### src/rtl/spi_slave_pkg.sv
// Shared definitions for the SPI slave channel: register addresses and
// the layout of the control register. Assumes an 8-bit register bus.
package spi_slave_pkg;
    localparam int REG_W = 8;

    typedef enum logic [1:0] {
        A_CTRL = 2'd0,
        A_DATA = 2'd1,
        A_STAT = 2'd2,
        A_RUN  = 2'd3
    } reg_addr_e;

    typedef struct packed {
        logic [2:0] rsvd;
        logic       cpol;   // idle clock level
        logic       cpha;   // 1: sample on trailing edge
        logic       len8;   // 1: 8-bit frame, 0: 7-bit frame
        logic       lsb;    // 1: LSB first
        logic       isel;   // 1: interrupt on buffer take
    } ctrl_t;
endpackage

### src/rtl/spi_in_sync.sv
// Two-flop synchronizer for a group of asynchronous inputs.
// Assumes each bit is treated independently and that inputs change
// slowly compared with clk (at least four clk periods per level).
module spi_in_sync #(
    parameter int W = 2
) (
    input  logic         clk,
    input  logic         rst_n,
    input  logic [W-1:0] d_in,
    output logic [W-1:0] d_out
);
    logic [W-1:0] meta_q;
    logic [W-1:0] sync_q;

    // Two register stages per bit.
    always_ff @(posedge clk) begin
        if (!rst_n) begin
            meta_q <= '0;
            sync_q <= '0;
        end else begin
            meta_q <= d_in;
            sync_q <= meta_q;
        end
    end

    assign d_out = sync_q;
endmodule

### src/rtl/spi_shift_eng.sv
// Bit engine of the SPI slave: detects serial clock edges, counts bits,
// picks the output bit from the current transmit byte and assembles the
// received byte. Frames are bounded by bit count (no chip-select).
// Assumes sck_s and mosi_s are synchronized and aligned with each other.
module spi_shift_eng
    import spi_slave_pkg::*;
#(
    parameter int DW      = 8,
    parameter bit LEN_SEL = 1'b1,
    localparam int CW     = $clog2(DW)
) (
    input  logic          clk,
    input  logic          rst_n,
    input  logic          en,
    input  logic          sck_s,
    input  logic          mosi_s,
    input  ctrl_t         ctrl,
    input  logic          tx_full,
    input  logic [DW-1:0] tx_buf,
    output logic          start_ev,
    output logic          done_ev,
    output logic          busy,
    output logic          miso_bit,
    output logic [DW-1:0] rx_word,
    output logic [CW-1:0] bit_idx,
    output logic [CW:0]   frame_len
);
    logic          sck_d;
    logic          rise, fall, lead, trail, samp_e, shift_e;
    logic          s_ev, sh_ev;
    logic [CW-1:0] k;
    logic [CW-1:0] pos;
    logic [CW:0]   rev_pos;
    logic [DW-1:0] tx_cur, src, rx_acc, rx_next;

    // Frame length: selectable only when the parameter allows it.
    generate
        if (LEN_SEL) begin : g_len_sel
            assign frame_len = ctrl.len8 ? (CW+1)'(DW) : (CW+1)'(DW - 1);
        end else begin : g_len_fix
            assign frame_len = (CW+1)'(DW);
        end
    endgenerate

    // Edge classification relative to the idle level and the phase.
    always_comb begin
        rise    = sck_s & ~sck_d;
        fall    = ~sck_s & sck_d;
        lead    = ctrl.cpol ? fall : rise;
        trail   = ctrl.cpol ? rise : fall;
        samp_e  = ctrl.cpha ? trail : lead;
        shift_e = ctrl.cpha ? lead : trail;
    end

    // Frame events: start, sample, shift and completion.
    always_comb begin
        start_ev = en & ~busy & lead;
        s_ev     = en & (start_ev ? ~ctrl.cpha : (busy & samp_e));
        sh_ev    = en & busy & shift_e;
        k        = busy ? bit_idx : '0;
        rev_pos  = frame_len - (CW+1)'(1) - {1'b0, k};
        pos      = ctrl.lsb ? k : rev_pos[CW-1:0];
        done_ev  = s_ev & ({1'b0, k} == frame_len - (CW+1)'(1));
    end

    // Output bit: idle shows the byte that the next frame will send.
    always_comb begin
        src      = (!busy && tx_full) ? tx_buf : tx_cur;
        miso_bit = src[pos];
    end

    // Receive assembly: clear at frame start, drop the sampled bit in place.
    always_comb begin
        rx_next = start_ev ? '0 : rx_acc;
        if (s_ev) begin
            rx_next[pos] = mosi_s;
        end
        rx_word = rx_next;
    end

    // Frame state, bit counter, current transmit byte and receive register.
    always_ff @(posedge clk) begin
        if (!rst_n) begin
            sck_d   <= 1'b0;
            busy    <= 1'b0;
            bit_idx <= '0;
            tx_cur  <= '0;
            rx_acc  <= '0;
        end else begin
            sck_d <= sck_s;
            if (!en) begin
                busy    <= 1'b0;
                bit_idx <= '0;
            end else begin
                if (start_ev) begin
                    busy    <= 1'b1;
                    bit_idx <= '0;
                    if (tx_full) begin
                        tx_cur <= tx_buf;
                    end
                end
                if (sh_ev) begin
                    bit_idx <= bit_idx + CW'(1);
                end
                if (done_ev) begin
                    busy    <= 1'b0;
                    bit_idx <= '0;
                end
                if (start_ev || s_ev) begin
                    rx_acc <= rx_next;
                end
            end
        end
    end
endmodule

### src/rtl/spi_slave_chan.sv
// SPI slave channel top: register file, status flags and interrupt,
// around a synchronizer and a bit engine. Assumes clk runs at least four
// times the serial clock rate and that the mode is changed only while the
// channel is stopped. DW must not exceed the 8-bit register width.
module spi_slave_chan
    import spi_slave_pkg::*;
#(
    parameter int DW      = 8,
    parameter bit LEN_SEL = 1'b1,
    localparam int CW     = $clog2(DW)
) (
    input  logic             clk,
    input  logic             rst_n,
    input  logic             wr_en,
    input  logic [1:0]       wr_addr,
    input  logic [REG_W-1:0] wr_data,
    input  logic             rd_en,
    input  logic [1:0]       rd_addr,
    output logic [REG_W-1:0] rd_data,
    input  logic             sck,
    input  logic             mosi,
    output logic             miso,
    output logic             irq
);
    ctrl_t         ctrl;
    logic          en, oe, so_lvl;
    logic [DW-1:0] tx_buf, rx_data, rx_word;
    logic          tx_full, rx_full, ovr, udr;
    logic [1:0]    sync_out;
    logic          start_ev, done_ev, busy, miso_bit;
    logic [CW-1:0] bit_idx;
    logic [CW:0]   frame_len;
    logic          wr_ctrl, wr_data_reg, wr_stat, wr_run, rd_data_reg;

    // Decode of bus strobes.
    always_comb begin
        wr_ctrl     = wr_en && (wr_addr == A_CTRL);
        wr_data_reg = wr_en && (wr_addr == A_DATA);
        wr_stat     = wr_en && (wr_addr == A_STAT);
        wr_run      = wr_en && (wr_addr == A_RUN);
        rd_data_reg = rd_en && (rd_addr == A_DATA);
    end

    spi_in_sync #(.W(2)) u_sync (
        .clk   (clk),
        .rst_n (rst_n),
        .d_in  ({sck, mosi}),
        .d_out (sync_out)
    );

    spi_shift_eng #(.DW(DW), .LEN_SEL(LEN_SEL)) u_eng (
        .clk       (clk),
        .rst_n     (rst_n),
        .en        (en),
        .sck_s     (sync_out[1]),
        .mosi_s    (sync_out[0]),
        .ctrl      (ctrl),
        .tx_full   (tx_full),
        .tx_buf    (tx_buf),
        .start_ev  (start_ev),
        .done_ev   (done_ev),
        .busy      (busy),
        .miso_bit  (miso_bit),
        .rx_word   (rx_word),
        .bit_idx   (bit_idx),
        .frame_len (frame_len)
    );

    // Control and run registers.
    always_ff @(posedge clk) begin
        if (!rst_n) begin
            ctrl   <= ctrl_t'(8'h04);
            en     <= 1'b0;
            oe     <= 1'b0;
            so_lvl <= 1'b1;
        end else begin
            if (wr_ctrl) begin
                ctrl <= ctrl_t'(wr_data);
            end
            if (wr_run) begin
                en     <= wr_data[0];
                oe     <= wr_data[1];
                so_lvl <= wr_data[2];
            end
        end
    end

    // Transmit buffer: filled by software, emptied at frame start.
    always_ff @(posedge clk) begin
        if (!rst_n) begin
            tx_buf  <= '0;
            tx_full <= 1'b0;
        end else begin
            if (wr_data_reg) begin
                tx_buf <= wr_data[DW-1:0];
            end
            tx_full <= (tx_full && !start_ev) || wr_data_reg;
        end
    end

    // Receive data, receive-full, overrun and underrun flags.
    always_ff @(posedge clk) begin
        if (!rst_n) begin
            rx_data <= '0;
            rx_full <= 1'b0;
            ovr     <= 1'b0;
            udr     <= 1'b0;
        end else begin
            if (done_ev) begin
                rx_data <= rx_word;
            end
            rx_full <= done_ev || (rx_full && !rd_data_reg);
            ovr     <= (done_ev && rx_full && !rd_data_reg) ||
                       (ovr && !(wr_stat && wr_data[2]));
            udr     <= (start_ev && !tx_full) ||
                       (udr && !(wr_stat && wr_data[3]));
        end
    end

    // Interrupt pulse from the selected event.
    always_ff @(posedge clk) begin
        if (!rst_n) begin
            irq <= 1'b0;
        end else begin
            irq <= ctrl.isel ? (start_ev && tx_full) : done_ev;
        end
    end

    // Read multiplexer.
    always_comb begin
        unique case (rd_addr)
            A_CTRL:  rd_data = ctrl;
            A_DATA:  rd_data = REG_W'(rx_data);
            A_STAT:  rd_data = {3'b000, busy, udr, ovr, rx_full, ~tx_full};
            default: rd_data = {5'b00000, so_lvl, oe, en};
        endcase
    end

    // Output gate: the fixed level replaces shift data when disabled.
    assign miso = oe ? miso_bit : so_lvl;
endmodule

### config.mk
export PLATFORM = sky130hd
export DESIGN_NAME = spi_slave_chan
export DESIGN_NICKNAME = d
export VERILOG_FILES = /design/src/rtl/spi_slave_pkg.sv /design/src/rtl/spi_in_sync.sv /design/src/rtl/spi_shift_eng.sv /design/src/rtl/spi_slave_chan.sv
export SDC_FILE = /design/constraint.sdc
export NUM_CORES = 1
export LEC_CHECK = 0
export BUFFER_PORTS_ARGS = -buffer_cell sky130_fd_sc_hd__buf_2
export CELL_PAD_IN_SITES_DETAIL_PLACEMENT = 1
export CELL_PAD_IN_SITES_GLOBAL_PLACEMENT = 1
export CORE_MARGIN = 2
export CORE_UTILIZATION = 45
export CTS_CLUSTER_SIZE = 12
export DETAILED_ROUTE_END_ITERATION = 8
export GPL_TIMING_DRIVEN = 0
export PLACE_DENSITY = 0.8
export SYNTH_ARGS = -nofsm -noshare
export SYNTH_HDL_FRONTEND = slang
export SYNTH_SLANG_ARGS = --single-unit
export TNS_END_PERCENT = 30
### constraint.sdc
create_clock -name clk -period 3.2 [get_ports clk]
set_clock_uncertainty 0.1 [all_clocks]
set_input_delay 0.32 -clock clk [delete_from_list [all_inputs] [get_ports clk]]
set_output_delay 0.32 -clock clk [all_outputs]
set_load 0.02 [all_outputs]
# Yosys cells after proc, flatten, opt, wreduce, memory -nomap -nowiden
# Index checks and enable logic that the tools add are counted.
totals:
  regBits: 57
  latchBits: 0
  ramBits: 0
  romBits: 0
  in_bits: 18
  out_inout_bits: 10
  wordCells: 105
  memories: 0
classes:
  n_addsub: 3
  mul: 0
  div_mod_pow: 0
  magnitude_cmp: 2
  eq_ne: 6
  shift: 0
  mux: 21
  n_bitwise: 16
  n_reduce_logical: 34
op_table:
  columns: ["operator", "count"]
  rows:
  - ["$mux W8", 3]
  - ["$pmux W8 S3", 1]
  - ["$logic_and A1 B1 Y1", 17]
  - ["$mux W3", 4]
  - ["$and A1 B1 Y1", 9]
  - ["$mux W1", 9]
  - ["$bwmux W8", 1]
  - ["$not A1 Y1", 7]
  - ["$eq A2 B2 Y1 const B", 3]
  - ["$logic_not A1 Y1", 6]
  - ["$logic_or A1 B1 Y1", 5]
  - ["$eq A2 B1 Y1 const B", 2]
  - ["$eq A3 B4 Y1", 1]
  - ["$logic_not A2 Y1", 2]
  - ["$lt A3 B4 Y1 const B", 1]
  - ["$mux W4", 1]
  - ["$sub A4 B1 Y4 const B", 1]
  - ["$add A3 B1 Y3 const B", 1]
  - ["$bmux W1 S3", 1]
  - ["$demux W1 S3", 1]
  - ["$ge A3 B1 Y1 const B", 1]
  - ["$reduce_and A3 Y1", 1]
  - ["$reduce_or A3 Y1", 1]
  - ["$sub A3 B3 Y3", 1]
  - ["other kinds (2)", 2]

# Depth between registers and ports, before layout
# Gate-level depths: netlist of run 1.
logic_depth:
  word_depth: 11
  depth_mapped: 10
  mapped_depth_nobuf: 8

# Hierarchy
# Synthesis of run 1 repeated with hierarchy kept, for this count alone.
hier_totals:
  cells_unflattened: 319
  hier_area_um2: 3016.6
by_module_without_submodules:
  columns: ["module", "instances", "cells_each", "area_per_inst_um2", "seq_area_each_um2"]
  rows:
  - ["spi_shift_eng", 1, 170, 1461.4, 420.4]
  - ["spi_slave_chan", 1, 141, 1450.1, 640.6]
  - ["spi_in_sync", 1, 8, 105.1, 80.1]

# Worst setup path after synthesis of run 1
# Ideal clock, no wire load.
synth_path:
  path_type: "register -> output"
  start: "register u_eng.busy"
  end: "output port miso"
  arrival_time_ns: 2.237
  t_required_ns: 2.780
  setup_slack_ns: 0.543
  stages_incl_launch_ff: 11
  path_buffers: 2
  cell_sequence: "dfxtp_1 > buf_4 > and2_1 > ha_1 > ha_1 > nor2_1 > a21oi_1 > buf_2 > a211oi_1 > a2111oi_0 > a41oi_1"
synth_via:
  elab_chain_cells: 6
  elab_cells_between_ends: 9
  classes_between: "add/sub (1); mux (6); reduce/logical (2)"
synth_rtl:
  columns: ["element", "line_no", "text"]
  rows:
  - ["start, declared", "spi_shift_eng.sv:22", "output logic busy,"]
  - ["start signal, assigned", "spi_shift_eng.sv:85", "busy <= 1'b0;"]
  - ["start signal, assigned", "spi_shift_eng.sv:92", "busy <= 1'b0;"]
  - ["start signal, assigned", "spi_shift_eng.sv:96", "busy <= 1'b1;"]
  - ["$mux W3 or $logic_not A1 Y1 (tied branches)", "spi_shift_eng.sv:60, spi_shift_eng.sv:68", null]
  - ["$sub A3 B3 Y3 or $logic_and A1 B1 Y1 (tied branches)", "spi_shift_eng.sv:61, spi_shift_eng.sv:68", null]
  - ["$mux W3 or $mux W8 (tied branches)", "spi_shift_eng.sv:62, spi_shift_eng.sv:68", null]
  - ["$bmux W1 S3 *", "spi_shift_eng.sv:69", "miso_bit = src[pos];"]
  - ["$mux W1 (not written as such) *", "spi_shift_eng.sv:69", null]
  - ["$mux W1 *", "spi_slave_chan.sv:140", "assign miso = oe ? miso_bit : so_lvl;"]
  - ["end, declared", "spi_slave_chan.sv:22", "output logic miso,"]
# Every way passes the cells marked *; elsewhere a longest branch is shown, timed or not. The select of a mux whose other input is x is not followed.

# Final worst setup path of run 1
# Ends and elaborated chain as after synthesis.

==> results of run 1 <==
-- cells by family (layout without fill, tap and decap cells) --
family / count (synthesis) / count (layout) / synth area share
buffers and inverters: 29 / 75 / 0.0473
AO/OA/AOI/OAI: 75 / 75 / 0.182
flip-flops: 57 / 57 / 0.403
XOR/XNOR: 2 / 2 / 0.00619
AND/OR/NAND/NOR: 118 / 118 / 0.202
multiplexers: 37 / 37 / 0.146
adder cells (fa/ha/maj): 3 / 3 / 0.0133
-- cell type report --
cell class              instances  area (µm²)
well taps                      75        93.8
fillers                       709        2600
plain buffers                  20         110
flip-flops and latches         57        1150
clock buffers                  11         141
repair buffers                 30         163
inverters                       9        33.8
clock inverters                 5         103
multi-input cells             235        1600
-- stage by stage --
stage | setup TNS, ps | instances | power, mW | setup slack [ps]
floorplan | 0 | 321 | 0.815 | 543
global placement | 0 | 422 | 0.855 | 182
detailed placement | 0 | 422 | 0.859 | 109
CTS | 0 | 440 | 1.70 | 4.50
global route | -84.4 | 442 | 1.74 | -84.4
finish | 0 | 442 | 1.69 | 52.7
-- metal layers --
metal,track usage,vias up
met1,0.323,1264
met3,0.0388,19
met2,0.423,67
met4,0.110,0
met5,0,-
li1,-,1225
-- final timing paths --
kind / slack [ps] / endpoint
min reg2reg: 340 / u_sync.d_out[1]
min: 80 / u_sync.meta_q[1]
max reg2reg: 650 / rx_data[2]
max: 50 / miso
-- registers in the layout (all words and copies together) (netlist names), 2 cells and up --
register,count
u_sync.meta_q,2
tx_buf,8
rx_data,8
u_eng.rx_acc,8
u_sync.d_out,2
u_eng.tx_cur,8
ctrl,8
u_eng.bit_idx,3
-- where the power goes --
group | leakage (nW) | total, mW | switching [mW] | internal [mW]
registers | 0.463 | 0.733 | 0.0124 | 0.720
clock network | 0.120 | 0.843 | 0.306 | 0.537
logic | 0.853 | 0.116 | 0.0724 | 0.0440
total | 1.44 | 1.69 | 0.390 | 1.30
-- placed cells by master, fill, tap and decap left out, drive strengths merged, types with 2 or more instances in the layout --
master  synthesis  routed
o21ai          14      14
o311ai          3       3
o211ai          3       3
nand3b          3       3
ha              3       3
inv             9       9
nor3b           2       2
and2           10      10
mux2i          30      30
mux4            3       3
dfxtp          57      57
nand2b          6       6
a211oi          3       3
clkbuf          6      17
mux2            4       4
nand3           8       8
nor2           37      37
o21a            3       3
nand4           7       7
buf            14      44
a31o            4       4
a21oi          28      28
or2             3       3
a31oi           5       5
bufinv          0       3
nand2          35      35
-- worst max-delay path, stage by stage (launching register included) --
cell	delay, ps
sky130_fd_sc_hd__dfxtp_4	350
sky130_fd_sc_hd__buf_6	150
sky130_fd_sc_hd__and2_1	160
sky130_fd_sc_hd__ha_2	170
sky130_fd_sc_hd__ha_2	320
sky130_fd_sc_hd__nor2_1	60
sky130_fd_sc_hd__a21oi_2	200
sky130_fd_sc_hd__buf_4	160
sky130_fd_sc_hd__nor2_1	50
sky130_fd_sc_hd__a2111oi_2	410
sky130_fd_sc_hd__a41oi_2	180
sky130_fd_sc_hd__buf_4	190
-- repair_timing --
action                                  4_1_cts  5_1_grt
buffers inserted                              2        2
endpoints found under the setup margin        1        1
endpoints found under the hold margin         0        0
resized for setup                             8        9
pin swaps                                     1        2
gates cloned                                  0        0
==> summary.md, run 1 <==
* completed — status
* 6040 µm — Post-DP HPWL
* sky130_fd_sc_hd__dfxtp_1 40%, sky130_fd_sc_hd__mux2i_1 11%, sky130_fd_sc_hd__nor2_1 4.9%, sky130_fd_sc_hd__a21oi_1 4.8%, sky130_fd_sc_hd__nand2_1 4.6% — cells taking the most area after synthesis
* 0 — Slew Viols, Final
* 321 — synthesized netlist cell count
* 122 — Detailed Route Iter0 Violations
* 0 — Max Cap Violations
* 58 — library cells used by synthesis
* 0.472 — initial core utilization
* 57 x sky130_fd_sc_hd__dfxtp_1, 37 x sky130_fd_sc_hd__nor2_1, 35 x sky130_fd_sc_hd__nand2_1 — most frequent cells after synthesis
* 342 — syn_nets
* 2575 — vias
* 0 — Yosys warnings
* 26 — # port buffers
* 623 ps — Worst Max-Slew Pin Slew
* 2 — number of stages on the worst hold path
* 3390 µm² — final standard cell area without fillers
* 6940 µm² — area of the die
* 4310 µm — met2 routed wirelength
* 11 — maximum number of pins on one net before global-route repair
* 0.839 — routability cong.
* 9 — Num CTS Buffers
* 13600 µm — global-route wire length before repair
* 57 — total of flip-flops plus latches after synthesis
* 318 MHz — peak clock frequency supported by timing
* sky130_fd_sc_hd__dfxtp_1 — leading area contributor after synthesis
* 0 — Post-synth ARST share
* 19.8% — synthesis-to-layout area growth
* 28 — Ports
* 3050 µm² — placed instance area
* 0.243 — fraction of layout cells with a size suffix above 1
* output port — Critical Path Sink Type
* 0 — number of DRC violations after detailed routing
* 83.3 µm — die extent in y
* sck — Min-Delay Startpoint
* 0 — total grt overflow
* 0 — ANT cells
* 83.3 µm — die boundary width
* 350 ps — clock latency reported for the late side of the worst-skew pair
* 8680 µm — sum of routed wire length over all layers
* 0.403 — share of the yosys chip area belonging to registers
* 5990 µm² — core region area
* met4 — uppermost layer routed
* 0.984 — final clock period utilization by the worst path
* 0.566 — final standard cell utilization of the core
* 3900 µm — WL met1
* sky130_fd_sc_hd__dfxtp_1 — most used standard cell by instance count after synthesis
* 0 — count of flip-flops with a built-in enable after synthesis
* 2780 ps — Required @ worst endpoint
* done — CTS tree
* 2730 ps — Worst EP arrival
* sky130_fd_sc_hd__clkbuf_8 — cell chosen for the clock root
* sky130_fd_sc_hd__dfxtp_1 — commonest register cell after synthesis
* register — CP startpoint kind
* 57 — sink count of the clock tree
* 0 — antenna violations before repair
* 0 — total of hold buffers inserted after clock tree synthesis
* 3150 ps — time the worst path needs with I/O delays and setup
* 0 — final-report setup violation count
* 2 — Max Root-Sink Buffers
* 10 — critical path fanouts, max
* 250 µm — met3 routed WL
* 5.83 — Avg Vias per Cell
* 0.584 — worst slew margin relative to its limit
* 2830 µm² — summed instance area of the synthesized netlist
* 0 — count of antenna-violating nets left after detailed routing
* 383 — count of nets after finishing
* u_eng.busy — startpoint of the lowest-slack register-to-register path
* 9 — path depth of the worst reg2reg path
* 19.6 µm — Routed WL per cell
* in2reg — hold crit path type
* 2637 — vias in the first global route
* 5 — count of TritonRoute iterations in the first routing pass
* 304 µV — VDD IR-drop max
* 3 — number of H-tree levels
* 8.82 µm² — Avg Inst Size Synth
* 1.44 nW — Leakage
* reg2out — critical setup path kind
* 82.3 ps — Worst Hold Slack
* 0.253 — global-route usage over all layers
* 499 nW/µm² — power density of the placed cells
* 0 — final hold violations
* u_eng.busy — Critical path origin
* 70 ps — post-CTS clock slew at the launch and capture registers of the worst setup and hold paths
* 0.403 — area share of the leading cell type in the synthesized netlist
* 28 — standard-cell row count
No activity file was read; power rests on OpenSTA's default activity.
==> run 2: changes to the inputs <==
Settings changed: CORE_MARGIN 2 to not set, CORE_UTILIZATION 45 to 46, PLACE_DENSITY 0.8 to 0.81, SYNTH_HIERARCHICAL set to 1.
==> summary.md, run 2 <==
* 0 — Slew Viols, Final, unchanged
* 500 ps — delay contributed by the slowest stage of the critical path, +90 ps
* 9.48 µm² — Avg Inst Size Synth, +7.5%
* 29 — standard-cell row count, +3.6%
* 1140 µm² — Reg area, -0.33%
* rx_data[6] — end of the worst register-to-register path
* 0 — final-report setup violation count, unchanged
* 3220 µm² — placed instance area, +5.3%
* 12 — critical path fanouts, max, +2
* 2 — number of stages on the worst hold path, unchanged
* sky130_fd_sc_hd__clkbuf_8 — cell chosen for the clock root
* 6840 µm² — area of the die, -1.5%
* 3 — number of H-tree levels, unchanged
* 82.7 µm — die boundary width, -0.75%
* 60 ps — post-CTS clock slew at the launch and capture registers of the worst setup and hold paths, about the same
* 2 — Max Root-Sink Buffers, unchanged
* and2_1 -> ha_2 -> ha_4 -> nor2_4 -> xnor2_2 -> buf_6 -> mux4_2 -> mux2i_1 -> mux2_4 -> buf_6 — critical path, cell by cell
* -387 ps — minimum setup slack after placement, -497 ps
* u_sync/meta_q[0] — hold worst-path end
* 60 x sky130_fd_sc_hd__nand2_1, 59 x sky130_fd_sc_hd__mux2i_1, 56 x sky130_fd_sc_hd__dfxtp_1 — most frequent cells in the layout
* 0 — ANT cells, unchanged
* 0.958 — final clock period utilization by the worst path, -0.0252
* 0 — antenna violations before repair, unchanged
* 325 µV — VDD IR-drop max, +7.0%
* 340 ps — clock latency reported for the late side of the worst-skew pair, about the same
* 0 — total of hold buffers inserted after clock tree synthesis, unchanged
* 3070 ps — time the worst path needs with I/O delays and setup, -80.6 ps
* 82.7 µm — die extent in y, -0.75%
* 769 — fill count, +8.5%
* 0 — count of antenna-violating nets left after detailed routing, unchanged
* reg2out — critical setup path kind
* 530 ps — setup slack, reg-to-reg, -120 ps
* 4 — count of TritonRoute iterations in the first routing pass, -1
* u_eng/busy — startpoint of the lowest-slack register-to-register path
* 7650 µm — sum of routed wire length over all layers, -12%
* 110 — Detailed Route Iter0 Violations, -9.8%
* done — CTS tree
* 0 — final hold violations, unchanged
* 28 — Ports, unchanged
* 12300 µm — global-route wire length before repair, -10%
* in2reg — hold crit path type
* 3470 µm² — final standard cell area without fillers, +2.4%
* 1770 µm² — combined area of the multi-input logic cells, +10%
* completed — status
* 0.247 — global-route usage over all layers, -0.00634
* 374 — count of nets after finishing, -2.3%
* 443 nW/µm² — power density of the placed cells, -11%
* 15.9% — synthesis-to-layout area growth
* 9 — Num CTS Buffers, unchanged
* 0 — Max Cap Violations, unchanged
* 6 — Yosys warnings, +6
* 0.474 — initial core utilization, +0.00181
* 1.37 nW — Leakage, -4.5%
* 5600 µm — Post-DP HPWL, -7.3%
* output port — Critical Path Sink Type
* 0 — total grt overflow, unchanged
* 10 — path depth of the worst reg2reg path, +1
* sky130_fd_sc_hd__buf_6 — Critical Path Most Common Cell
* 337 — syn_nets, -1.5%
* 2364 — vias, -8.2%
* 2500 — vias in the first global route, -5.2%
* 25 — # port buffers, -3.8%
* 2650 ps — Worst EP arrival, -80 ps
* 493 ps — Worst Max-Slew Pin Slew, -131 ps
* 5.45 — Avg Vias per Cell, -6.5%
* register — CP startpoint kind
* 326 MHz — peak clock frequency supported by timing, +2.6%
* 0.216 — fraction of layout cells with a size suffix above 1, -0.0268
* 6310 µm² — core region area, +5.4%
* 0.671 — worst slew margin relative to its limit, +0.0871
* 0 — number of DRC violations after detailed routing, unchanged
* 2780 ps — Required @ worst endpoint, about the same
* 2990 µm² — summed instance area of the synthesized netlist, +5.8%
* 133 ps — fin worst setup slack, +80.6 ps
* sky130_fd_sc_hd__nand2_1 — most common library cell in the layout ignoring fill and taps
* 316 — synthesized netlist cell count, -1.6%
* 57 — sink count of the clock tree, unchanged
* sky130_fd_sc_hd__mux4_2 — Worst path slowest cell
* mosi — Min-Delay Startpoint
* 17.6 µm — Routed WL per cell, -10%
* 0.768 — routability cong., -8.5%
* 13 — maximum number of pins on one net before global-route repair, +2
-- run 2: area by class of cell --
| class | instances | area share |
|---|---|---|
| plain buffers | 16 | 0.0278 |
| clock buffers | 12 | 0.0447 |
| clock inverters | 3 | 0.0115 |
| inverters | 6 | 0.00649 |
| multi-input cells | 236 | 0.509 |
| flip-flops and latches | 57 | 0.329 |
| well taps | 77 | 0.0278 |
| repair buffers | 27 | 0.0433 |
-- run 2: stage by stage --
step           hold slack [ps]   util  TNS, ps  instances  total power [mW]
2_1_floorplan              312      -        0        316             0.826
3_3_place_gp               316  0.509     -354        418             0.866
3_5_place_dp               327  0.509     -387        418             0.869
4_1_cts                   70.9  0.551        0        435              1.55
5_1_grt                   92.1  0.550    -5.86        434              1.60
6_report                  79.2  0.550        0        434              1.54
-- run 2: critical path: cells and delay by family (launching register included) --
kind          cells  cell delay, ps
buf+inv           2             250
fa+ha+maj         2             360
flops             1             460
mux               3             850
simple gates      2             210
xor+xnor          1             170
-- run 2: per-layer routing --
layer,up-vias,GRT usage,share of wire
li1,1168,-,-
met1,1141,0.302,0.45
met2,44,0.427,0.49
met3,11,0.0549,0.041
met4,0,0.0776,0.013
met5,-,0,0
-- run 2: where the power goes --
part | total (mW) | switching (mW) | internal [mW]
clock network | 0.677 | 0.282 | 0.395
registers | 0.734 | 0.0125 | 0.721
logic | 0.125 | 0.0706 | 0.0548
-- run 2: worst max-delay path by stage --
| stage | from | end | slack [ps] | cells past startpoint |
|---|---|---|---|---|
| after detailed placement | u_eng/busy | miso | -390 | 10 |
| after CTS | u_eng/busy | miso | 7 | 11 |
| after global placement | u_eng/busy | miso | -350 | 10 |
| after floorplan | u_eng/busy | miso | 320 | 9 |
| after global routing | u_eng/busy | miso | -6 | 10 |
| final | u_eng/busy | miso | 130 | 10 |
-- run 2: repair_timing --
item / in CTS / in global routing
pin swaps: 2 / 1
setup buffers: 2 / 0
gates resized for setup: 14 / 2
endpoints found under the hold margin: 0 / 0
endpoints found under the setup margin: 1 / 1
==> run 3: changes to the inputs <==
Settings changed: PLACE_DENSITY 0.81 to 0.83, RECOVER_POWER set to 25, SETUP_SLACK_MARGIN set to 0.2.
==> summary.md, run 3 (same netlist as run 2, synthesis figures left out) <==
* 13600 µm — global-route wire length before repair, +11%
* 70 ps — post-CTS clock slew at the launch and capture registers of the worst setup and hold paths, about the same
* sky130_fd_sc_hd__nand2_1 — most common library cell in the layout ignoring fill and taps
* 322 MHz — peak clock frequency supported by timing, -1.4%
* 3110 ps — time the worst path needs with I/O delays and setup, +42.8 ps
* 276 µV — VDD IR-drop max, -15%
* 57 — sink count of the clock tree, unchanged
* 0.521 — share of total power in the clock network, +0.080
* 1.80 mW — post-layout power, +17%
* 6310 µm² — core region area, unchanged
* 3 — number of H-tree levels, unchanged
* 2537 — vias, +7.3%
* 2568 — vias in the first global route, +2.7%
* 1.41 mW — Cell Int Power, +21%
* 141 — Detailed Route Iter0 Violations, +28%
* 3800 µm — WL met1, +9.3%
* u_eng/busy — Critical path origin
* 530 ps — delay contributed by the slowest stage of the critical path, +30 ps
* 1790 µm² — combined area of the multi-input logic cells, +1.4%
* output port — Critical Path Sink Type
* 5770 µm — Post-DP HPWL, +3.1%
* rx_data[7] — end of the worst register-to-register path
* 6840 µm² — area of the die, unchanged
* 25 — # port buffers, unchanged
* completed — status
* 1140 µm² — Reg area, unchanged
* 0 — Max Cap Violations, unchanged
* buf_8 -> and2_4 -> ha_4 -> ha_4 -> nor2_4 -> xnor2_2 -> buf_6 -> mux4_2 -> mux2i_4 -> mux2_4 -> buf_6 — critical path, cell by cell
* 1.44 nW — Leakage, +5.4%
* 0.216 — share of total power consumed by net switching, -0.0211
* 4630 µm — met2 routed wirelength, +23%
* 8920 µm — sum of routed wire length over all layers, +17%
* 0.972 — final clock period utilization by the worst path, +0.0134
* 0 — ANT cells, unchanged
* 0 — total grt overflow, unchanged
* 0 — number of DRC violations after detailed routing, unchanged
* 4 — count of TritonRoute iterations in the first routing pass, unchanged
* true — unrepaired setup endpoints after global routing
* 29 — standard-cell row count, unchanged
* 0.607 — worst slew margin relative to its limit, -0.0641
* 2 — Max Root-Sink Buffers, unchanged
* 11 — path depth of the worst reg2reg path, +1
* 0.071 — Comb pwr share, -0.011
* reg2out — critical setup path kind
* 9 — Num CTS Buffers, unchanged
* 0 — final hold violations, unchanged
* 0.232 — fraction of layout cells with a size suffix above 1, +0.0166
* met4 — uppermost layer routed
* 496 nW/µm² — power density of the placed cells, +12%
* sky130_fd_sc_hd__mux4_2 — Worst path slowest cell
* sky130_fd_sc_hd__clkbuf_8 — cell chosen for the clock root
* 391 µW — Net Switching, +7.0%
* 21.6% — synthesis-to-layout area growth
* register — CP startpoint kind
* 745 — fill count, -3.1%
* 3640 µm² — final standard cell area without fillers, +4.9%
* 410 ps — setup slack, reg-to-reg, -120 ps
* 0.407 — sequential share of power, -0.071
* 340 ps — clock latency reported for the late side of the worst-skew pair, about the same
* 0 — Slew Viols, Final, unchanged
* 3220 µm² — placed instance area, unchanged
* 310 µm — met3 routed WL, -1.6%
* 0.825 — routability cong., +7.5%
* 0 — antenna violations before repair, unchanged
* 0.474 — initial core utilization, unchanged
* 20.1 µm — Routed WL per cell, +14%
* 5.73 — Avg Vias per Cell, +5.1%
* 2780 ps — Required @ worst endpoint, about the same
* 82.7 µm — die extent in y, unchanged
* 0.278 — global-route usage over all layers, +0.0315
* 28 — Ports, unchanged
* done — CTS tree
* in2reg — hold crit path type
* 13 — maximum number of pins on one net before global-route repair, unchanged
* 0 — final-report setup violation count, unchanged
* 382 — count of nets after finishing, +2.1%
* 2690 ps — Worst EP arrival, +40 ps
* 589 ps — Worst Max-Slew Pin Slew, +96.2 ps
* 0 — count of antenna-violating nets left after detailed routing, unchanged
* 4 — critical path fanouts, max, -8
* 82.7 µm — die boundary width, unchanged
* 60 x sky130_fd_sc_hd__nand2_1, 58 x sky130_fd_sc_hd__mux2i_1, 56 x sky130_fd_sc_hd__dfxtp_1 — most frequent cells in the layout
* u_eng/busy — startpoint of the lowest-slack register-to-register path
* miso — crit path capture
* 0 — total of hold buffers inserted after clock tree synthesis, unchanged
-- run 3: cell count changes in the layout (fill, tap and decap cells not counted), sizes merged --
cell and delta:
clkinv -1, clkbuf +3, bufinv +3, buf +4
-- run 3: area by class of cell --
type                       count  share of cell area
buffer                        17              0.0296
clock buffer                  11              0.0416
timing repair buffer          34              0.0553
tap                           77              0.0265
inverter                       6             0.00619
sequential                    57               0.314
multi-input combinational    236               0.493
clock inverter                 5              0.0344
-- run 3: worst min-delay path by stage --
stage | start | end | slack, ps | cells past startpoint
3_3_place_gp | u_sync/meta_q[0] | u_sync/d_out[0] | 320 | 1
6_report | sck | u_sync/meta_q[1] | 110 | 2
2_1_floorplan | u_sync/meta_q[0] | u_sync/d_out[0] | 310 | 1
4_1_cts | sck | u_sync/meta_q[1] | 90 | 2
3_5_place_dp | u_sync/meta_q[0] | u_sync/d_out[0] | 320 | 1
5_1_grt | sck | u_sync/meta_q[1] | 120 | 2
-- run 3: power groups by stage --
stage               sequential (mW)  clock (mW)  combinational [mW]
floorplan                     0.745           0              0.0817
global placement              0.749           0               0.115
detailed placement            0.750           0               0.119
CTS                           0.735       0.951               0.126
global route                  0.736       0.974               0.137
finish                        0.735       0.941               0.129
-- run 3: metrics by stage --
| step | setup slack [ps] | util | cells | setup TNS (ps) | hold slack (ps) |
|---|---|---|---|---|---|
| 5_1_grt | 63.0 | 0.576 | 443 | 0 | 122 |
| 2_1_floorplan | 319 | - | 316 | 0 | 312 |
| 3_3_place_gp | -385 | 0.509 | 418 | -385 | 320 |
| 4_1_cts | 65.8 | 0.572 | 440 | 0 | 94.0 |
| 6_report | 90.5 | 0.576 | 443 | 0 | 110 |
| 3_5_place_dp | -480 | 0.509 | 418 | -480 | 325 |
-- run 3: worst max-delay path: cells and delay by family, from the launching register on --
kind | cells | cell delay [ps]
AND/OR/NAND/NOR | 2 | 270
adder cells (fa/ha/maj) | 2 | 320
buffers and inverters | 3 | 390
multiplexers | 3 | 890
flip-flops | 1 | 340
XOR/XNOR | 1 | 140
-- run 3: repair_timing --
item                                    CTS  global route
buffers inserted                          6             3
pin swaps                                 3             3
endpoints found under the setup margin    3             1
gates resized for setup                  19             2
-- run 3: per-layer routing --
layer,vias to the layer above,track usage
met4,0,0.150
li1,1188,-
met1,1274,0.330
met5,-,0
met3,16,0.0484
met2,59,0.475
